## config.mk

```make
export PLATFORM = sky130hd
export DESIGN_NAME = tamper_detect
export DESIGN_NICKNAME = d
export VERILOG_FILES = /design/src/rtl/tamper_pkg.sv /design/src/rtl/tamper_datapath.sv /design/src/rtl/tamper_ctrl.sv /design/src/rtl/tamper_detect.sv
export SDC_FILE = /design/constraint.sdc
export NUM_CORES = 1
export LEC_CHECK = 0
export ABC_CLOCK_PERIOD_IN_PS = 6300
export BUFFER_PORTS_ARGS = -buffer_cell sky130_fd_sc_hd__buf_2
export CAP_MARGIN = 10
export CORE_MARGIN = 4
export CORE_UTILIZATION = 40
export CTS_CLUSTER_DIAMETER = 150
export DETAILED_ROUTE_END_ITERATION = 8
export PLACE_DENSITY = 0.58
export SYNTH_ARGS = -nofsm -noshare
export SYNTH_HDL_FRONTEND = slang
export SYNTH_HIERARCHICAL = 1
export SYNTH_SLANG_ARGS = --single-unit
```

## constraint.sdc

```tcl
create_clock -name clk -period 6.3 [get_ports clk]
set_input_delay 1.26 -clock clk [delete_from_list [all_inputs] [get_ports clk]]
set_output_delay 1.26 -clock clk [all_outputs]
set_load 0.02 [all_outputs]
```

## src/rtl/tamper_pkg.sv

```systemverilog
package tamper_pkg;
  typedef struct packed {
    logic take;     // a frame is valid this cycle
    logic restart;  // close the line cycle and start a new one
  } dpStrobe_t;

  localparam int FLAG_W = 5;
  localparam int F_VUNB = 3;
  localparam int F_IUNB = 4;
endpackage

```

## src/rtl/tamper_datapath.sv

```systemverilog
module tamper_datapath
  import tamper_pkg::*;
#(
  parameter int SW       = 12,
  parameter int LW       = 16,
  parameter int PHASES   = 3,
  parameter int LOW_PEAK = 205
) (
  input  logic                 clk,
  input  logic                 rstN,
  input  dpStrobe_t            strb,
  input  logic [PHASES*SW-1:0] vBus,
  input  logic [PHASES*SW-1:0] iBus,
  input  logic [LW-1:0]        vLevel,
  input  logic [LW-1:0]        iLevel,
  output logic [PHASES-1:0]    missVerdict,
  output logic                 vUnbHit,
  output logic                 iUnbHit
);
  localparam int PEAK_W = SW + 1;
  localparam int SUM_W  = SW + $clog2(PHASES);
  localparam int CMP_W  = ((SUM_W + 1 > LW) ? SUM_W + 1 : LW) + 1;

  // Per-phase peak magnitude and sign-seen trackers
  for (genvar p = 0; p < PHASES; p++) begin : g_phase
    logic [SW-1:0]     smp;
    logic [PEAK_W-1:0] mag;
    logic [PEAK_W-1:0] peakQ;
    logic              posQ, negQ;
    logic              isPos, isNeg;

    assign smp   = vBus[p*SW +: SW];
    assign isNeg = smp[SW-1];
    assign isPos = !smp[SW-1] && (smp != '0);
    assign mag   = isNeg ? (~{smp[SW-1], smp} + 1'b1) : {1'b0, smp};

    always_ff @(posedge clk) begin
      if (!rstN) begin
        peakQ <= '0;
        posQ  <= 1'b0;
        negQ  <= 1'b0;
      end else if (strb.restart) begin
        peakQ <= strb.take ? mag : '0;
        posQ  <= strb.take && isPos;
        negQ  <= strb.take && isNeg;
      end else if (strb.take) begin
        if (mag > peakQ) peakQ <= mag;
        posQ <= posQ | isPos;
        negQ <= negQ | isNeg;
      end
    end

    assign missVerdict[p] = (peakQ < PEAK_W'(LOW_PEAK)) || !(posQ && negQ);

    // the tracked peak never exceeds full-scale magnitude
    a_r2_peak_bound: assert property (@(posedge clk) disable iff (!rstN)
      peakQ <= PEAK_W'(1 << (SW - 1)));
  end

  // Instantaneous three-phase sums and their magnitudes
  logic signed [SUM_W-1:0] vSum, iSum;
  logic [SUM_W-1:0]        vMag, iMag;

  always_comb begin
    vSum = '0;
    iSum = '0;
    for (int p = 0; p < PHASES; p++) begin
      vSum += SUM_W'($signed(vBus[p*SW +: SW]));
      iSum += SUM_W'($signed(iBus[p*SW +: SW]));
    end
  end

  assign vMag = vSum[SUM_W-1] ? (~vSum + 1'b1) : vSum;
  assign iMag = iSum[SUM_W-1] ? (~iSum + 1'b1) : iSum;

  assign vUnbHit = CMP_W'({vMag, 1'b0}) > CMP_W'(vLevel);
  assign iUnbHit = CMP_W'({iMag, 1'b0}) > CMP_W'(iLevel);
endmodule

```

## src/rtl/tamper_ctrl.sv

```systemverilog
module tamper_ctrl
  import tamper_pkg::*;
#(
  parameter int PHASES = 3
) (
  input  logic              clk,
  input  logic              rstN,
  input  logic              sampleValid,
  input  logic              cycleStrobe,
  input  logic [FLAG_W-1:0] clearBits,
  input  logic [PHASES-1:0] missVerdict,
  input  logic              vUnbHit,
  input  logic              iUnbHit,
  input  logic              missIrqEn,
  input  logic              vUnbIrqEn,
  input  logic              iUnbIrqEn,
  output dpStrobe_t         strb,
  output logic [FLAG_W-1:0] flags,
  output logic              irq
);
  logic [FLAG_W-1:0] flagsQ, setVec;

  assign strb.take    = sampleValid;
  assign strb.restart = cycleStrobe;

  always_comb begin
    setVec                     = '0;
    setVec[PHASES-1:0]         = missVerdict & {PHASES{cycleStrobe}};
    setVec[F_VUNB]             = vUnbHit && sampleValid;
    setVec[F_IUNB]             = iUnbHit && sampleValid;
  end

  always_ff @(posedge clk) begin
    if (!rstN) flagsQ <= '0;
    else       flagsQ <= (flagsQ & ~clearBits) | setVec;
  end

  assign flags = flagsQ;
  assign irq   = (missIrqEn && (|flagsQ[PHASES-1:0]))
               | (vUnbIrqEn && flagsQ[F_VUNB])
               | (iUnbIrqEn && flagsQ[F_IUNB]);

  // no missing flag rises unless the previous cycle carried the strobe
  a_r4_miss_only_at_strobe: assert property (@(posedge clk) disable iff (!rstN)
    !cycleStrobe |=> ((flagsQ[PHASES-1:0] & ~$past(flagsQ[PHASES-1:0])) == '0));

  // the voltage unbalance flag rises only after a valid frame
  a_r6_vunb_needs_frame: assert property (@(posedge clk) disable iff (!rstN)
    !sampleValid |=> !$rose(flagsQ[F_VUNB]));

  // with no clear pulse, no flag falls
  a_r8_sticky: assert property (@(posedge clk) disable iff (!rstN)
    (clearBits == '0) |=> (($past(flagsQ) & ~flagsQ) == '0));

  // a current unbalance clear without a competing frame empties the flag
  a_r8_clear_iunb: assert property (@(posedge clk) disable iff (!rstN)
    (clearBits[F_IUNB] && !sampleValid) |=> !flagsQ[F_IUNB]);
endmodule

```

## src/rtl/tamper_detect.sv

```systemverilog
module tamper_detect
  import tamper_pkg::*;
#(
  parameter int SW       = 12,
  parameter int LW       = 16,
  parameter int LOW_PEAK = 205
) (
  input  logic          clk,
  input  logic          rstN,
  input  logic          sampleValid,
  input  logic [SW-1:0] vA,
  input  logic [SW-1:0] vB,
  input  logic [SW-1:0] vC,
  input  logic [SW-1:0] iA,
  input  logic [SW-1:0] iB,
  input  logic [SW-1:0] iC,
  input  logic          cycleStrobe,
  input  logic [LW-1:0] vUnbLevel,
  input  logic [LW-1:0] iUnbLevel,
  input  logic          missIrqEn,
  input  logic          vUnbIrqEn,
  input  logic          iUnbIrqEn,
  input  logic [4:0]    clearBits,
  output logic [2:0]    missPhase,
  output logic          missAny,
  output logic          vUnbFlag,
  output logic          iUnbFlag,
  output logic          irq
);
  localparam int PHASES = 3;

  dpStrobe_t           strb;
  logic [PHASES-1:0]   missVerdict;
  logic                vUnbHit, iUnbHit;
  logic [FLAG_W-1:0]   flags;

  tamper_datapath #(
    .SW(SW), .LW(LW), .PHASES(PHASES), .LOW_PEAK(LOW_PEAK)
  ) u_dp (
    .clk(clk), .rstN(rstN), .strb(strb),
    .vBus({vC, vB, vA}), .iBus({iC, iB, iA}),
    .vLevel(vUnbLevel), .iLevel(iUnbLevel),
    .missVerdict(missVerdict), .vUnbHit(vUnbHit), .iUnbHit(iUnbHit)
  );

  tamper_ctrl #(.PHASES(PHASES)) u_ctrl (
    .clk(clk), .rstN(rstN), .sampleValid(sampleValid), .cycleStrobe(cycleStrobe),
    .clearBits(clearBits), .missVerdict(missVerdict),
    .vUnbHit(vUnbHit), .iUnbHit(iUnbHit),
    .missIrqEn(missIrqEn), .vUnbIrqEn(vUnbIrqEn), .iUnbIrqEn(iUnbIrqEn),
    .strb(strb), .flags(flags), .irq(irq)
  );

  assign missPhase = flags[PHASES-1:0];
  assign missAny   = |flags[PHASES-1:0];
  assign vUnbFlag  = flags[F_VUNB];
  assign iUnbFlag  = flags[F_IUNB];
endmodule

```

==> results of run 1 <==
registers in the layout (all words and copies together), names as in the netlist:
| name | flops |
|---|---|
| u_ctrl/flags | 5 |
| u_dp/g_phase.negQ | 3 |
| u_dp/g_phase.peakQ | 39 |
| u_dp/g_phase.posQ | 3 |
worst register-to-register path, delay by kind of cell (launching register included):
family                   cells  cell delay (ps)
flip-flops                   1              340
adder cells (fa/ha/maj)      1              310
AO/OA/AOI/OAI                6              890
AND/OR/NAND/NOR              1              650
buffers and inverters        2              350
cell type report:
cell class	instances	area [sq um]	area share, %
Clock buffer	7	133	1.77
Clock inverter	1	30.0	0.401
Inverter	90	338	4.52
Multi-Input combinational cell	606	5070	67.8
Sequential cell	50	1000	13.4
Tap cell	216	270	3.61
Timing Repair Buffer	126	641	8.56
synthesized netlist by cell type, types with 10 or more instances:
master	number
ha_1	96
inv_1	90
dfxtp_1	50
nor2_1	46
xnor2_1	46
nand2_1	42
a32o_1	34
o21ai_0	33
a21o_1	29
a21oi_1	28
fa_1	26
nand4_1	19
clkbuf_1	17
xor2_1	17
nor2b_1	15
nand2b_1	13
nor3_1	11
o21a_1	10
worst paths after layout:
kind / endpoint / slack, ps / from / cells after the start
min reg2reg: u_dp/g_phase[1].peakQ[10]$_SDFFE_PN0P_ / 470 / u_dp/g_phase[1].peakQ[10]$_SDFFE_PN0P_ / 1
max reg2reg: u_dp/g_phase[0].peakQ[6]$_SDFFE_PN0P_ / 3710 / u_dp/g_phase[0].peakQ[6]$_SDFFE_PN0P_ / 10
max: u_ctrl/flags[4]$_SDFF_PN0_ / 890 / iA[1] / 23
min: u_dp/g_phase[1].peakQ[10]$_SDFFE_PN0P_ / 470 / u_dp/g_phase[1].peakQ[10]$_SDFFE_PN0P_ / 1
power groups by stage:
stage	registers [mW]	logic, mW	clock network, mW
floorplan	0.361	0.820	0
global placement	0.361	1.08	0
detailed placement	0.362	1.07	0
CTS	0.354	1.08	0.316
global route	0.357	1.23	0.332
finish	0.354	1.08	0.307
cells by family (layout without fill, tap and decap cells):
| kind of cell | Yosys count | count (layout) | share of synthesized area, % |
|---|---|---|---|
| AO/OA/AOI/OAI | 213 | 213 | 25.1 |
| AND/OR/NAND/NOR | 201 | 201 | 17.2 |
| adder cells (fa/ha/maj) | 122 | 122 | 26.5 |
| buffers and inverters | 110 | 224 | 6.50 |
| XOR/XNOR | 63 | 63 | 8.51 |
| flip-flops | 50 | 50 | 15.4 |
| multiplexers | 4 | 4 | 0.656 |
| other | 1 | 3 | 0.0578 |
per-stage QoR:
stage	utilization [%]	setup slack, ps	area [sq um]	std cells	power [mW]
finish	47.1	887	7480	1096	1.74
global route	47.1	574	7480	1096	1.92
CTS	47.1	871	7480	1096	1.75
detailed placement	46.1	561	7320	1088	1.44
global placement	46.1	625	7320	1088	1.44
floorplan	-	853	6490	766	1.18
layer usage:
layer / GRT usage, % / share of wire, %
met1: 24.7 / 48
met2: 31.5 / 47
met3: 2.53 / 4.7
met4: 3.02 / 1.0
met5: 0 / 0
==> impl_results.md, run 1 <==
- Combinational share of power: between 60% and 70%
- First-pass GRT wire length: around 28000 microns
- Ys flop type: dfxtp_1
- CTS buffer count: 5
- CP max stage cell: fa_1
- Worst Skew: a little over 4 ps
- Worst-Skew Late Latency: 290 ps
- F_max: ~180 MHz
- Post-DP HPWL: around 14000 microns
- Final nets: about 1100
- RSZ-0062 raised after global routing: no
- Peak supply drop: ~0.094 mV
- CTS clk-pin slew, worst paths: roughly 70 ps
- Slew of the pin with the lowest slew margin: a little under 800 ps
- Pwr per Cell Area: ~230 mW/mm^2
- GR Overflow Total: 0
- WP buf/inv: 3
- Number of max-slew violations in the final report: 0
- Fin crit share: approximately 86%
- Htree depth: 2
- Register area share after synthesis: 15.4%
- Number of fill cells in the layout: 1623
- Sequential Power Share: ~20%
- Post-route DRC: 0
- I/O pin count: 123
- Port bufs: approximately 120
- Smallest hold slack: between 400 and 500 ps
- Setup violations, final: 0
- Post-Syn Area per Cell: 8.49 sq um
- Final ANT Viol Nets: 0
- Critical Path, Cell by Cell: buf_2, inv_1, fa_1, inv_1, ha_1, fa_1, a21o_1, a21oi_2, a211oi_2, o31a_1, o41a_1, nor2_1, xnor2_1, ha_1, a21o_1, a21o_1, a21o_1, a21oi_1, o21ai_0, a22oi_1, a21oi_1, nand2_1, a21boi_0
- Top cell by count, worst path: a21o_1
- Area contributors post-synth: ha_1, dfxtp_1, fa_1
- Clk pwr share: between 15 and 20%
- Rel. slew slack: a little under half
- Post-synth top area cell: ha_1
- Yosys top cell area share: approximately 19%
- Vias in the first global route: 5794
- CTS sink count: 50
- Area Overhead vs Synth: 15.4%
- CP top delay family: compound AO/OA/AOI/OAI gates
- Core area: about 0.016 sq mm
- Via-to-Cell Ratio: ~5.4
- Number of synthesized flops with an enable pin: 0
- Sw Share: between 40% and 50%
- Drt pass-1 iters: 5
- Initial antenna violation count: 0
- Row cnt: 46
- DR WL/cell: around 15 microns
- Detailed-route via count: slightly below 6000
- GRT Resource Usage Total: approximately 18%
- Post-Synthesis Cells: around 760
- TNS Setup: 0 ps
- DR iter-0 viols: 301
- Net Switching: between 0.7 and 0.8 mW
- Initial Util: around two fifths
- Max capacitance violation total: 0
- Chip width: about 140 microns
- Status: completed
- Most common cell after layout, fill and taps aside: buf_2
- Slowest stage delay, CP: around 530 ps
- CTS tree: yes
- Crit path max fanout: 7
- Highest-count cells in the layout ignoring fill and taps: buf_2, ha_1, inv_1
- Root Buffer: clkbuf_16
- Die area: between 0.015 and 0.02 sq mm
- # hold bufs at CTS: 0
- Syn Std Cell Area: 0.00648 sq mm
- Internal Pwr Total: 1.01 mW
- Hold WC Path Type: flip-flop to flip-flop
- Layout cell share with drive strength beyond 1: roughly 18%
- Netlist cell types: 73
- Clock buffer depth: 2
- WP data required: ~6500 ps
- Kind of critical path: primary input to flip-flop
- Ys Warns: 6
- Crit start category: primary input
- GP Congestion: about 0.85
- Crit. End Element: flip-flop
- Arrival time at the worst endpoint: 5590 ps
- Pin count of the biggest net entering global routing: 50
- Die Y: approximately 140 microns
- Post-route minimum period: about 5400 ps
- Hold Violations, Final: 0
- FFs w/ async S/R, synth: 0%
- Number of post-CTS setup repair buffers: 0
- Seq cells post-synth: 50
- DRT Wirelength: about 17000 microns
- Antenna cell count: 0
- Leak: 3.39 nW
- Cts repair resizes: 0
Note: power is estimated with default switching activity, not from simulation.
==> inputs of run 2 (changes only) <==
--- a/config.mk
+++ b/config.mk
@@ -5,14 +5,17 @@
 export SDC_FILE = /design/constraint.sdc
 export NUM_CORES = 1
 export LEC_CHECK = 0
+export ABC_AREA = 1
 export ABC_CLOCK_PERIOD_IN_PS = 6300
 export BUFFER_PORTS_ARGS = -buffer_cell sky130_fd_sc_hd__buf_2
 export CAP_MARGIN = 10
+export CELL_PAD_IN_SITES_DETAIL_PLACEMENT = 1
+export CELL_PAD_IN_SITES_GLOBAL_PLACEMENT = 2
 export CORE_MARGIN = 4
-export CORE_UTILIZATION = 40
+export CORE_UTILIZATION = 31
 export CTS_CLUSTER_DIAMETER = 150
 export DETAILED_ROUTE_END_ITERATION = 8
-export PLACE_DENSITY = 0.58
+export PLACE_DENSITY = 0.79
 export SYNTH_ARGS = -nofsm -noshare
 export SYNTH_HDL_FRONTEND = slang
 export SYNTH_HIERARCHICAL = 1
==> run 2 against run 1 <==
- sequential share of layout area is 0.89 points lower
- clock skew is 3.5 ps higher
- synthesized cell count is 41% higher
- critical endpoint is now u_ctrl/flags[3]$_SDFF_PN0_
==> impl_results.md, run 2 <==
- Hold Path Depth: 2 (+1)
- GP Congestion: 0.828 (-3.0%)
- Leak: 4.13 nW (+22%)
- Via-to-Cell Ratio: 4.84 (-11%)
- Worst Skew: 7.51 ps (+3.46 ps)
- Most flops, register: u_dp/g_phase.peakQ
- I/O pin count: 123 (unchanged)
- Status: completed
- Hold endpoint: u_dp/g_phase[2].peakQ[12]$_SDFFE_PN0P_
- F_max: 207 MHz (+12%)
- Post-DP HPWL: 18300 microns (+28%)
- RR Startpoint: u_dp/g_phase[1].peakQ[8]$_SDFFE_PN0P_
- Post-synth top area cell: ha_1
- Post-Layout Cell Count: 1465 (+34%)
- Crit. End Element: flip-flop
- Xor-xnor portion of the synthesized cell area: 6.47% (-2.0 points)
- Largest family of logic cells by synthesized area: simple AND/OR/NAND/NOR gates
- Portion of netlist area occupied by mux cells: 0% (-0.66 points)
- Antenna cell count: 0 (unchanged)
- Arrival time at the worst endpoint: 5060 ps (-530 ps)
- Tot Pwr: 1.79 mW (+2.9%)
- Post-route minimum period: 4830 ps (-583 ps)
- Setup violations, final: 0 (unchanged)
- Dpl ws: 1150 ps (+586 ps)
- CTS tree: yes
- Pin count of the biggest net entering global routing: 46 (-8.0%)
- Number of post-CTS setup repair buffers: 0 (unchanged)
- Slew of the pin with the lowest slew margin: 973 ps (+194 ps)
- Core area: 0.0221 sq mm (+39%)
- DR WL/cell: 14.6 microns (-5.3%)
- Register area share after synthesis: 14.2% (-1.2 points)
- Ys Warns: 6 (unchanged)
- Chip width: 159 microns (+17%)
- Peak supply drop: 0.0867 mV (-7.5%)
- Worst-Skew Late Latency: 310 ps (+20 ps)
- Hold WC Path Type: flip-flop to flip-flop
- Seq cells post-synth: 50 (unchanged)
- Most common cell in the synthesized netlist: nand2_1
- Number of max-slew violations in the final report: 0 (unchanged)
- Fin crit share: 76.7% (-9.2 points)
- Final nets: 1423 (+27%)
- Post-route DRC: 0 (unchanged)
- Final WS setup: 1470 ps (+583 ps)
- Hold path start: u_dp/g_phase[2].peakQ[12]$_SDFFE_PN0P_
- Initial antenna violation count: 0 (unchanged)
- Number of synthesized flops with an enable pin: 0 (unchanged)
- Smallest hold slack: 463 ps (-1.95 ps)
- Reg2Reg Depth: 13 (+3)
- Post-synthesis simple-gate area fraction: 31.3% (+14 points)
- Htree depth: 2 (unchanged)
- Adder-Cell Fraction of Synth Area: 24.5% (-2.1 points)
- CTS sink count: 50 (unchanged)
- TNS Setup: 0 ps (unchanged)
- WP data required: 6530 ps (+50 ps)
- Post-Syn Area per Cell: 6.54 sq um (-23%)
- DRT Wirelength: 21400 microns (+27%)
- Most common cell after layout, fill and taps aside: nand2_1
- Port bufs: 122 (unchanged)
- Clock buffer depth: 2 (unchanged)
- Cts repair resizes: 0 (unchanged)
- FF-to-FF End: u_dp/g_phase[1].peakQ[7]$_SDFFE_PN0P_
- Number of fill cells in the layout: 2938 (+81%)
- Ys flop type: dfxtp_1
- Die area: 0.0252 sq mm (+37%)
- Root Buffer: clkbuf_16
- # hold bufs at CTS: 0 (unchanged)
- Post-Synthesis Cells: 1076 (+41%)
- Max reg flops: 39 (unchanged)
- Die Y: 159 microns (+17%)
- GR Overflow Total: 0 (unchanged)
- Highest-count cells in the layout ignoring fill and taps: nand2_1, inv_1, buf_2
- Area Overhead vs Synth: 13.9%
- RSZ-0062 raised after global routing: no
- CTS buffer count: 5 (unchanged)
- Row cnt: 54 (+17%)
- First-pass GRT wire length: 35400 microns (+28%)
- Layout cell share with drive strength beyond 1: 14.9% (-3.0 points)
- Hold Violations, Final: 0 (unchanged)
- Pwr per Cell Area: 223 mW/mm^2 (-3.9%)
- Area of the multi-input gates: 0.00519 sq mm (+2.5%)
- Yosys top cell area share: 17.1% (-1.5 points)
- Crit path max fanout: 5 (-2)
- FFs w/ async S/R, synth: 0% (unchanged)
- Rel. slew slack: 35.2% (-13 points)
- Max capacitance violation total: 0 (unchanged)
- Area contributors post-synth: ha_1, dfxtp_1, nand2_1
- GRT Resource Usage Total: 17.4% (-0.87 points)
- CTS clk-pin slew, worst paths: 70 ps (about the same)
- Syn Std Cell Area: 0.00704 sq mm (+8.5%)
- FF+latch area: 0.00100 sq mm (unchanged)
- Vias in the first global route: 7250 (+25%)
- R2R setup slack: 3620 ps (-90 ps)
- Netlist cell types: 46 (-37%)
- Synth top cells by count: nand2_1, inv_1, a21oi_1, ha_1, nand3_1
- Post-synthesis compound-gate area fraction: 11.4% (-14 points)
- DR iter-0 viols: 225 (-25%)
- Detailed-route via count: 7091 (+19%)
- Final ANT Viol Nets: 0 (unchanged)
- Drt pass-1 iters: 6 (+1)
- Cells after DPL: 1458 (+34%)
- Crit start category: primary input
- Initial Util: 31.8% (-9.0 points)
- Kind of critical path: primary input to flip-flop
[run 2: cell count changes in the layout (fill, tap and decap cells not counted), moves of 15 or more]
cell     delta
a32o_1     -34
xor2_1     +21
xnor2_1    -37
nor2b_1    -15
nor2_1     +18
a21oi_1    +71
a21o_1     -27
nand3_1    +87
nand2_2    +21
inv_1      +97
nand2_1   +208
[run 2: worst max-delay path by stage]
stage / slack [ps] / from / cells past startpoint / to
3_3_place_gp: 1250 / vA[1] / 23 / u_ctrl/flags[3]$_SDFF_PN0_
5_1_grt: 1090 / vA[1] / 23 / u_ctrl/flags[3]$_SDFF_PN0_
3_5_place_dp: 1150 / vA[1] / 23 / u_ctrl/flags[3]$_SDFF_PN0_
4_1_cts: 1450 / vA[1] / 23 / u_ctrl/flags[3]$_SDFF_PN0_
2_1_floorplan: 1690 / vA[1] / 24 / u_ctrl/flags[3]$_SDFF_PN0_
6_report: 1470 / vA[1] / 23 / u_ctrl/flags[3]$_SDFF_PN0_
[run 2: critical path, stage by stage]
cell	delay (ps)
buf_2	100
inv_1	100
fa_1	550
inv_1	40
ha_1	250
fa_1	440
xor2_1	210
nor3_1	290
nand3_2	130
nor2_1	150
inv_1	70
nand2_2	60
xor2_1	140
inv_1	60
ha_1	290
a21oi_1	70
o21ai_0	160
a21oi_1	80
o21ai_0	160
nand2_1	70
a32oi_1	150
nand2_1	70
a21oi_1	170
[run 2: kinds of logic after synthesis]
logic type	Yosys count
xor gates and xnor gates	49
buffers and inverters	213
AOI/OAI and AO/OA	150
adders and majority gates	122
DFF	50
and+or+nand+nor	491
other	1
[run 2: through the flow]
| stage | utilization, % | cell area (sq um) |
|---|---|---|
| after global placement | 35.6 | 7870 |
| after CTS | 36.3 | 8010 |
| final | 36.3 | 8010 |
| after detailed placement | 35.6 | 7870 |
| after floorplan | - | 7040 |
| after global routing | 36.3 | 8010 |
[run 2: area by class of cell]
class	count	share of cell area [%]
multi-input combinational	815	64.8
clock inverter	2	0.187
tap	280	4.37
clock buffer	5	1.56
timing repair buffer	122	7.62
sequential	50	12.5
inverter	191	8.95
[run 2: metal layers]
metal  wire length (microns)  vias up  GRT usage [%]
met5                       0        -              0
met2                    9960      116           30.2
met4                     276        0           3.86
li1                        -     3670              -
met3                     932       14           2.07
met1                   10300     3291           23.1
[run 2: report_power, final]
group,internal [mW],switching (mW)
registers,0.336,0.0142
clock network,0.146,0.134
logic,0.437,0.722
